$ cat src/rtl/cop_pkg.sv
package cop_pkg;
    typedef enum logic [1:0] {
        OP_CFG = 2'b00,
        OP_MTO = 2'b01,
        OP_MFR = 2'b10,
        OP_NOP = 2'b11
    } cop_op_e;
endpackage

$ cat src/rtl/cop_cfg_table.sv
module cop_cfg_table #(
    parameter int WAYS  = 4,
    parameter int ID_W  = 4,
    localparam int WAY_W = $clog2(WAYS)
) (
    input  logic             clk,
    input  logic             rst_n,
    input  logic [ID_W-1:0]  lookup_id,
    output logic             hit,
    output logic [WAY_W-1:0] hit_way,
    output logic [WAY_W-1:0] victim_way,
    input  logic             fill_en,
    input  logic [WAY_W-1:0] fill_way,
    input  logic [ID_W-1:0]  fill_id,
    input  logic             touch_en,
    input  logic [WAY_W-1:0] touch_way
);
    typedef struct packed {
        logic [WAYS-1:0]             vld;
        logic [WAYS-1:0][ID_W-1:0]   tag;
        logic [WAYS-1:0][WAY_W-1:0]  age;
    } tbl_t;

    tbl_t            st_d, st_q;
    logic [WAYS-1:0] hit_vec;

    always_comb begin
        st_d       = st_q;
        hit_way    = '0;
        victim_way = '0;
        for (int i = 0; i < WAYS; i++)
            hit_vec[i] = st_q.vld[i] && (st_q.tag[i] == lookup_id);
        hit = |hit_vec;
        for (int i = WAYS - 1; i >= 0; i--)
            if (hit_vec[i]) hit_way = WAY_W'(i);
        for (int i = 0; i < WAYS; i++)
            if (st_q.age[i] == WAY_W'(WAYS - 1)) victim_way = WAY_W'(i);
        if (fill_en) begin
            st_d.vld[fill_way] = 1'b1;
            st_d.tag[fill_way] = fill_id;
        end
        if (touch_en) begin
            for (int i = 0; i < WAYS; i++) begin
                if (WAY_W'(i) == touch_way)
                    st_d.age[i] = '0;
                else if (st_q.age[i] < st_q.age[touch_way])
                    st_d.age[i] = st_q.age[i] + 1'b1;
            end
        end
    end

    always_ff @(posedge clk or negedge rst_n) begin
        if (!rst_n) begin
            st_q.vld <= '0;
            st_q.tag <= '0;
            for (int i = 0; i < WAYS; i++)
                st_q.age[i] <= WAY_W'(i);
        end else begin
            st_q <= st_d;
        end
    end

    AST_ONE_HIT: assert property (@(posedge clk) disable iff (!rst_n)
        $onehot0(hit_vec));

    logic [WAYS-1:0] age_eq [WAYS];
    always_comb begin
        for (int j = 0; j < WAYS; j++)
            for (int i = 0; i < WAYS; i++)
                age_eq[j][i] = (st_q.age[i] == WAY_W'(j));
    end

    for (genvar j = 0; j < WAYS; j++) begin : g_age_chk
        AST_AGE_UNIQUE: assert property (@(posedge clk) disable iff (!rst_n)
            $countones(age_eq[j]) == 1);
    end
endmodule

$ cat src/rtl/cop_op_timer.sv
module cop_op_timer #(
    parameter int CNT_W = 8
) (
    input  logic             clk,
    input  logic             rst_n,
    input  logic             load,
    input  logic [CNT_W-1:0] load_val,
    output logic             busy
);
    typedef struct packed {
        logic [CNT_W-1:0] cnt;
    } tmr_t;

    tmr_t st_d, st_q;

    always_comb begin
        st_d = st_q;
        if (load)
            st_d.cnt = load_val;
        else if (st_q.cnt != '0)
            st_d.cnt = st_q.cnt - 1'b1;
    end

    always_ff @(posedge clk or negedge rst_n) begin
        if (!rst_n) st_q <= '0;
        else        st_q <= st_d;
    end

    assign busy = (st_q.cnt != '0);

    AST_CNT_STEP: assert property (@(posedge clk) disable iff (!rst_n)
        busy && !load |=> st_q.cnt == $past(st_q.cnt) - 1'b1);
    AST_IDLE_STAYS: assert property (@(posedge clk) disable iff (!rst_n)
        !busy && !load |=> !busy);
endmodule

$ cat src/rtl/cop_issue_ctl.sv
module cop_issue_ctl
    import cop_pkg::*;
#(
    parameter int WAYS   = 4,
    parameter int ID_W   = 4,
    parameter int DATA_W = 32,
    parameter int CNT_W  = 8,
    localparam int WAY_W = $clog2(WAYS)
) (
    input  logic              clk,
    input  logic              rst_n,
    input  logic              instr_valid,
    input  logic [1:0]        instr_op,
    input  logic [ID_W-1:0]   instr_cfg,
    input  logic [DATA_W-1:0] instr_data,
    input  logic [CNT_W-1:0]  instr_cycles,
    output logic              instr_stall,
    output logic              rd_valid,
    output logic [DATA_W-1:0] rd_data,
    output logic              load_req,
    output logic [ID_W-1:0]   load_id,
    output logic [WAY_W-1:0]  load_slot,
    input  logic              load_done,
    output logic              arr_wr_en,
    output logic              arr_wr_sel,
    output logic [DATA_W-1:0] arr_wr_data,
    output logic              arr_start,
    output logic              arr_busy,
    input  logic [DATA_W-1:0] arr_result,
    output logic              active_valid,
    output logic [WAY_W-1:0]  active_slot,
    output logic [ID_W-1:0]   active_id
);
    typedef struct packed {
        logic              pend;
        logic [ID_W-1:0]   ld_id;
        logic [WAY_W-1:0]  ld_slot;
        logic              op_sel;
        logic              rd_vld;
        logic [DATA_W-1:0] rd_dat;
        logic              wr_en;
        logic              wr_sel;
        logic [DATA_W-1:0] wr_dat;
        logic              start;
        logic              act_vld;
        logic [WAY_W-1:0]  act_slot;
        logic [ID_W-1:0]   act_id;
    } ctl_t;

    ctl_t             st_d, st_q;
    cop_op_e          op;
    logic             idle, fire;
    logic             tbl_hit;
    logic [WAY_W-1:0] tbl_hit_way, tbl_victim;
    logic             fill_en, touch_en;
    logic [WAY_W-1:0] touch_way;
    logic             tmr_load, tmr_busy;

    cop_cfg_table #(.WAYS(WAYS), .ID_W(ID_W)) u_tbl (
        .clk        (clk),
        .rst_n      (rst_n),
        .lookup_id  (instr_cfg),
        .hit        (tbl_hit),
        .hit_way    (tbl_hit_way),
        .victim_way (tbl_victim),
        .fill_en    (fill_en),
        .fill_way   (st_q.ld_slot),
        .fill_id    (st_q.ld_id),
        .touch_en   (touch_en),
        .touch_way  (touch_way)
    );

    cop_op_timer #(.CNT_W(CNT_W)) u_tmr (
        .clk      (clk),
        .rst_n    (rst_n),
        .load     (tmr_load),
        .load_val (instr_cycles),
        .busy     (tmr_busy)
    );

    always_comb begin
        op        = cop_op_e'(instr_op);
        idle      = !tmr_busy && !st_q.pend;
        fire      = instr_valid && idle;
        st_d      = st_q;
        st_d.rd_vld = 1'b0;
        st_d.wr_en  = 1'b0;
        st_d.start  = 1'b0;
        fill_en   = 1'b0;
        touch_en  = 1'b0;
        touch_way = tbl_hit_way;
        tmr_load  = 1'b0;

        if (st_q.pend && load_done) begin
            st_d.pend     = 1'b0;
            st_d.act_vld  = 1'b1;
            st_d.act_slot = st_q.ld_slot;
            st_d.act_id   = st_q.ld_id;
            fill_en       = 1'b1;
            touch_en      = 1'b1;
            touch_way     = st_q.ld_slot;
        end

        if (fire) begin
            unique case (op)
                OP_CFG: begin
                    st_d.op_sel = 1'b0;
                    if (tbl_hit) begin
                        st_d.act_vld  = 1'b1;
                        st_d.act_slot = tbl_hit_way;
                        st_d.act_id   = instr_cfg;
                        touch_en      = 1'b1;
                        touch_way     = tbl_hit_way;
                    end else begin
                        st_d.pend    = 1'b1;
                        st_d.ld_id   = instr_cfg;
                        st_d.ld_slot = tbl_victim;
                    end
                end
                OP_MTO: begin
                    st_d.wr_en  = 1'b1;
                    st_d.wr_sel = st_q.op_sel;
                    st_d.wr_dat = instr_data;
                    st_d.op_sel = !st_q.op_sel;
                    if (st_q.op_sel) begin
                        st_d.start = 1'b1;
                        tmr_load   = 1'b1;
                    end
                end
                OP_MFR: begin
                    st_d.rd_vld = 1'b1;
                    st_d.rd_dat = arr_result;
                end
                OP_NOP: begin
                end
                default: begin
                end
            endcase
        end
    end

    always_ff @(posedge clk or negedge rst_n) begin
        if (!rst_n) st_q <= '0;
        else        st_q <= st_d;
    end

    assign instr_stall  = instr_valid && !idle;
    assign rd_valid     = st_q.rd_vld;
    assign rd_data      = st_q.rd_dat;
    assign load_req     = st_q.pend;
    assign load_id      = st_q.ld_id;
    assign load_slot    = st_q.ld_slot;
    assign arr_wr_en    = st_q.wr_en;
    assign arr_wr_sel   = st_q.wr_sel;
    assign arr_wr_data  = st_q.wr_dat;
    assign arr_start    = st_q.start;
    assign arr_busy     = tmr_busy;
    assign active_valid = st_q.act_vld;
    assign active_slot  = st_q.act_slot;
    assign active_id    = st_q.act_id;

    AST_STALL_WHEN_BUSY: assert property (@(posedge clk) disable iff (!rst_n)
        instr_valid && (arr_busy || load_req) |-> instr_stall);
    AST_REQ_HOLD: assert property (@(posedge clk) disable iff (!rst_n)
        load_req && !load_done |=> load_req);
    AST_REQ_RETIRE: assert property (@(posedge clk) disable iff (!rst_n)
        load_req && load_done |=> !load_req && active_valid);
    AST_START_WITH_OP1: assert property (@(posedge clk) disable iff (!rst_n)
        arr_start |-> arr_wr_en && arr_wr_sel);
    AST_ACTIVE_FROZEN: assert property (@(posedge clk) disable iff (!rst_n)
        arr_busy && !load_req |=> $stable(active_slot) && $stable(active_id));
endmodule

$ cat config.mk
export PLATFORM = sky130hd
export DESIGN_NAME = cop_issue_ctl
export DESIGN_NICKNAME = d
export VERILOG_FILES = /design/src/rtl/cop_pkg.sv /design/src/rtl/cop_cfg_table.sv /design/src/rtl/cop_op_timer.sv /design/src/rtl/cop_issue_ctl.sv
export SDC_FILE = /design/constraint.sdc
export NUM_CORES = 1
export LEC_CHECK = 0
export BUFFER_PORTS_ARGS = -buffer_cell sky130_fd_sc_hd__clkbuf_2
export CORE_ASPECT_RATIO = 1.1
export CORE_MARGIN = 4
export CORE_UTILIZATION = 49
export DETAILED_ROUTE_END_ITERATION = 10
export PLACE_DENSITY = 0.76
export SLEW_MARGIN = 20
export SYNTH_ARGS = -nofsm -noshare
export SYNTH_HDL_FRONTEND = slang
export SYNTH_SLANG_ARGS = --single-unit
$ cat constraint.sdc
create_clock -name clk -period 4.35 [get_ports clk]
set_input_delay 0.87 -clock clk [delete_from_list [all_inputs] [get_ports clk]]
set_output_delay 0.87 -clock clk [all_outputs]
set_load 0.02 [all_outputs]
-- After elaboration in Yosys (flattened, before gate mapping)
Index checks and enable logic that the tools add are counted.
- add/sub/neg operators: 5
- multiply operators: 0
- divide/modulo/power cells: 0
- magnitude comparators: 7
- equal/unequal tests: 12
- shift-type cells: 0
- mux-type cells: 45
- bitwise gates (word level): 2
- reductions and logical operators: 31
- operators with widths (kind ; count):
    $mux 83 ; 1
    $mux 2 ; 19
    $mux 35 ; 1
    $mux 7 ; 5
    $mux 33 ; 1
    $bwmux 16 ; 1
    $eq 4x4->1 ; 4
    $mux 8 ; 2
    $reduce_and 2->1 ; 7
    $reduce_bool 2->1 ; 6
    $mux 1 ; 10
    $logic_and 1x1->1 ; 9
    $add 2x1->2 const B ; 4
    $demux 4 s2 ; 1
    $eq 2x2->1 const B ; 4
    $lt 2x2->1 ; 4
    $reduce_bool 8->1 ; 1
    $sub 8x1->8 const B ; 1
    $lt 2x3->1 const B ; 2
    $bmux 2 s2 ; 1
    $eq 2x2->1 const A ; 2
    $logic_not 1->1 ; 4
    $logic_not 2->1 ; 2
    $mux 4 ; 1
    9 further kinds ; 9
- register bits: 119
- bits in latches: 0
- RAM bits: 0
- ROM bits: 0
- bits of input ports: 82
- output and inout bits: 84
- logic and storage cells: 125
- memories: 0

-- Logic depth before layout (Yosys ltp)
- depth in word-level cells: 15
- mapped depth: 12
- gate-level depth less buffers: 11

-- Cells and area by module
From an unflattened synthesis, not the netlist that was laid out.
- cells, all modules: 482
- area total of the unflattened synthesis: 6037.0 µm²
- modules (own cells, without submodules) (module ; instances ; cells each ; area each (µm²)):
    cop_issue_ctl ; 1 ; 275 ; 3883.7
    cop_cfg_table ; 1 ; 152 ; 1662.8
    cop_op_timer ; 1 ; 55 ; 490.5

-- Worst setup path before layout
Ideal clock, no wire load.
- path type: input to register
- start: in instr_cfg[0]
- end: reg u_tbl.st_q[0] in the netlist's numbering
- data arrival time: 3.174 ns
- data required time: 4.227 ns
- path slack: 1.053 ns
- stages on the path: 12
- path buffers: 3
- path through: clkbuf_1 nand2b_1 o2111ai_1 or4_1 nand2_1 a31o_2 buf_2 or2_2 and4_1 buf_2 a21oi_1 o221a_2
- word-level cells in the longest chain between the ends: 15
- elaborated cells between the ends (all ways): 27
- those cells by class: order compare (1); eq/ne (4); mux (14); reduce/logical (8)
- ends and longest elaborated chain (element ; RTL line ; RTL):
    start, declared ; cop_issue_ctl.sv:14 ; input logic [ID_W-1:0] instr_cfg,
    $eq 4x4->1 ; cop_cfg_table.sv:32 ; hit_vec[i] = st_q.vld[i] && (st_q.tag[i] == lookup_id);
    $logic_and 1x1->1 ; cop_cfg_table.sv:32 ;
    $mux 2 (4 in series) ; cop_cfg_table.sv:35 ; if (hit_vec[i]) hit_way = WAY_W'(i);
    $mux 2 ; cop_issue_ctl.sv:94 ; if (st_q.pend && load_done) begin
    $mux 2 ; cop_issue_ctl.sv:108 ; if (tbl_hit) begin
    $mux 2 ; cop_issue_ctl.sv:105 ; unique case (op)
    $mux 2 ; cop_issue_ctl.sv:104 ; if (fire) begin
    $bmux 2 s2 ; cop_cfg_table.sv:46 ; else if (st_q.age[i] < st_q.age[touch_way])
    $mux 2 (not written as such) ; cop_cfg_table.sv:46 ;
    $lt 2x2->1 ; cop_cfg_table.sv:46 ;
    $reduce_bool 2->1 (no source line) ; n/a ;
    $reduce_and 2->1 (no source line) ; n/a ;
    end signal, assigned ; cop_cfg_table.sv:59 ; st_q <= st_d;
    end, declared ; cop_cfg_table.sv:24 ; tbl_t st_d, st_q;
Parallel ways exist; a longest one is shown, timed or not. The select of a mux whose other input is x is not followed.
A chain may end at the register's enable or synchronous reset.

-- Worst setup path in the final report
- start: reg u_tmr.st_q[0] in the netlist's numbering
- end: out instr_stall
- word-level cells in the longest chain between the ends: 5
- ends and longest elaborated chain (element ; RTL line ; RTL):
    start, declared ; cop_op_timer.sv:14 ; tmr_t st_d, st_q;
    start signal, assigned ; cop_op_timer.sv:26 ; else st_q <= st_d;
    $reduce_bool 8->1 ; cop_op_timer.sv:29 ; assign busy = (st_q.cnt != '0);
    $logic_not 1->1 ; cop_issue_ctl.sv:83 ; idle = !tmr_busy && !st_q.pend;
    $logic_and 1x1->1 ; cop_issue_ctl.sv:83 ;
    $logic_not 1->1 ; cop_issue_ctl.sv:147 ; assign instr_stall = instr_valid && !idle;
    $logic_and 1x1->1 ; cop_issue_ctl.sv:147 ;
    end, declared ; cop_issue_ctl.sv:17 ; output logic instr_stall,
Every way passes these cells.

==> reports/results.ini <==
[global_route]
grt_pass1_vias=4179
track_usage_pct=18.6
grt_max_degree=44
grt_pass1_wl_um=20600
antenna_found_initial=0
grt_remaining_overflow=0

[setup_path]
path_class=reg -> out
crit_chain=inv_1 > ha_1 > or3b_1 > or3_4 > or3_4 > o21a_1 > clkbuf_2
end_kind=output pin
critPathTopFamily=simple AND/OR/NAND/NOR gates
crit_slowest_cell=or3_4
crit_top_cell=or3_4
crit_fanout=12
cp.arrival_ps=2560
crit_required_ps=3480
start_kind=flip-flop
cpPeakStageDelay_ps=430
cp_num_buf_inv=2

[placement]
hpwl_um=9320
dp_cells=786
port_buffers=165
dp_slack_ps=770
gp_congestion=0.869

[logic_synthesis]
ys_top_cells_by_area=dfrtp_1 49%, buf_4 9.7%, mux2_2 9.6%
avgSynthCellArea_um2=10.4
synth-edff-count=0
synth-simple-area-share_pct=15.1
ys.warnings.count=0
synth_area_um2=5880
netlist.area_leader.share_pct=48.9
syn_inst=563
ys_ff_latch=119
synth.area.mux_share_pct=10.8
yosys.area_share.adder_pct=0.851
synth_flop_cell=dfrtp_1
async_flop_share_pct=100
synth_xor_area_share_pct=2.68
synth_top_family_by_area=simple AND/OR/NAND/NOR gates
syn_nets=649
ys_seq_area_share_pct=50.7
yosys.cell_types.count=55
yosysTopAreaCell=dfrtp_1
synth_compound_area_share_pct=8.00

[floorplanning]
rows=41
die_h_um=123
io_pins=166
die_area_um2=13800
core-area_um2=11600
start_util_pct=50.7
die_w_um=112

[cts]
postCtsSetupBuffers=0
htreeDepth=4
clock-sinks=119
path_clk_slew_ps=50
cts-resized-gates=0
cts_hold_buf=0
clock_path_buffers=2
cts_tree=done
cts_buffers=17
clock_latency_ps=410
ctsRootBufferMaster=clkbuf_16

[finish]
n_antenna_cell=0
drive_above_1_share_pct=40.5
final_cells=816
area_growth_pct=17.1
nets=741
utilization_pct=59.4

[run]
cap_violations=0

[route]
drc_errors=0
finalWirelength_um=12700
num_vias=4154
wl_per_cell_um=15.6
ant_nets=0
firstDrtPassIters=4
via_per_inst=5.09
first_iter_violations=275

[worst_hold_path]
hp-class=in -> async

[pwr]
power_density_nw_per_um2=379
leakagePower_nw=3.73
peakVddDrop_uv=216

[sta]
rsz0062_at_grt=false
hold_violations=0
fin_crit_sh_pct=78.8
setup_violations=0
achievable-frequency_mhz=292
fin_setup_tns_ps=0
setup_ws_ps=921
min_period_ps=3430
relSlewSlack_pct=48.3
slew_viol_final=0
tightest_slew_ps=773
fin_worst_skew_ps=15.2
finalHoldWorstSlack_ps=433

[outcome]
outcome=finished, final reports clean

## cells in the final DEF (no fill, tap or decap), types with 5 or more instances in the layout
| cell | netlist | final |
|---|---|---|
| clkbuf_2 | 0 | 164 |
| nand2_1 | 124 | 123 |
| dfrtp_1 | 115 | 115 |
| mux2_2 | 50 | 50 |
| o21ai_0 | 18 | 18 |
| clkbuf_16 | 0 | 17 |
| a21oi_1 | 15 | 15 |
| nor2_1 | 14 | 14 |
| inv_1 | 11 | 11 |
| nand2b_1 | 11 | 11 |
| xnor2_1 | 9 | 9 |
| xor2_1 | 9 | 9 |
| nand3_1 | 7 | 7 |
| mux2i_1 | 7 | 7 |
| buf_4 | 76 | 6 |
| nor3_1 | 5 | 5 |
## synth_stat cells, types with 2 or more instances
library cell,number
a211oi_1,3
a21oi_1,15
a221oi_1,2
a22o_1,3
a31oi_1,2
and2_1,4
and3_1,3
buf_2,8
buf_4,76
clkbuf_1,13
dfrtp_1,115
dfstp_2,4
ha_1,4
inv_1,11
mux2_2,50
mux2i_1,7
nand2_1,124
nand2b_1,11
nand3_1,7
nor2_1,14
nor2b_1,2
nor3_1,5
nor3b_1,2
nor4_1,2
o21ai_0,18
o221a_1,2
o221a_2,4
o22ai_1,2
o31a_1,2
or2_2,4
or3_1,3
or3_4,2
xnor2_1,9
xor2_1,9
## registers in the layout, summed over array words and instances (netlist names)
name,flops
rd_data,32
active_valid,1
arr_wr_en,1
st_q,1
u_tbl.st_q,28
arr_wr_data,32
rd_valid,1
load_slot,2
active_id,4
arr_wr_sel,1
load_id,4
u_tmr.st_q,8
active_slot,2
arr_start,1
load_req,1
## worst register-to-register path: cells and delay by family (launching register included)
kind | cells | cell delay [ps]
buffers and inverters | 1 | 70
AO/OA/AOI/OAI | 3 | 760
AND/OR/NAND/NOR | 5 | 1950
flip-flops | 1 | 400
adder cells (fa/ha/maj) | 1 | 160
## cell families after synthesis
group | count (synthesis)
and+or+nand+nor | 192
DFF | 119
buffers and inverters | 108
AOI/OAI and AO/OA | 65
muxes | 57
xor gates and xnor gates | 18
adders and majority gates | 4
## power breakdown
part           leakage [nW]  switching [mW]  internal, mW  total, mW
combinational          1.81          0.0442        0.0344     0.0787
sequential             1.63         0.00114          1.11       1.11
clock                 0.298           0.471         0.953       1.42
total                  3.73           0.517          2.10       2.61
## cell type report
| class | count | area, um^2 |
|---|---|---|
| repair buffers | 170 | 866 |
| clock buffers | 22 | 484 |
| multi-input cells | 336 | 2210 |
| clock inverters | 8 | 121 |
| fillers | 966 | 4700 |
| well taps | 150 | 188 |
| flip-flops and latches | 119 | 2980 |
| inverters | 11 | 41.3 |
## per-layer routing
| layer | wire, um | track usage [%] |
|---|---|---|
| met5 | 0 | 0 |
| met4 | 185 | 6.99 |
| met1 | 5270 | 23.3 |
| met2 | 6440 | 31.8 |
| met3 | 815 | 4.16 |
## metrics by stage
| stage | cell area (um^2) | power (mW) |
|---|---|---|
| floorplan | 5880 | 1.15 |
| global placement | 6280 | 1.21 |
| detailed placement | 6280 | 1.21 |
| CTS | 6890 | 2.65 |
| global route | 6890 | 2.71 |
| finish | 6890 | 2.61 |
## path summary, 6_finish.rpt
kind / end / from / cells after the start / slack (ps)
min in group clk: arr_wr_data[0] / arr_wr_data[0] / 2 / 460
worst min-delay path: u_tbl.st_q[17] / rst_n / 1 / 430
max in group asynchronous: u_tbl.st_q[6] / rst_n / 2 / 3010
worst max register to register: u_tbl.st_q[0] / u_tmr.st_q[0] / 10 / 960
worst min register to register: arr_wr_data[0] / arr_wr_data[0] / 2 / 460
worst max-delay path: instr_stall / u_tmr.st_q[0] / 7 / 920
Note: power is estimated with default switching activity, not from simulation.
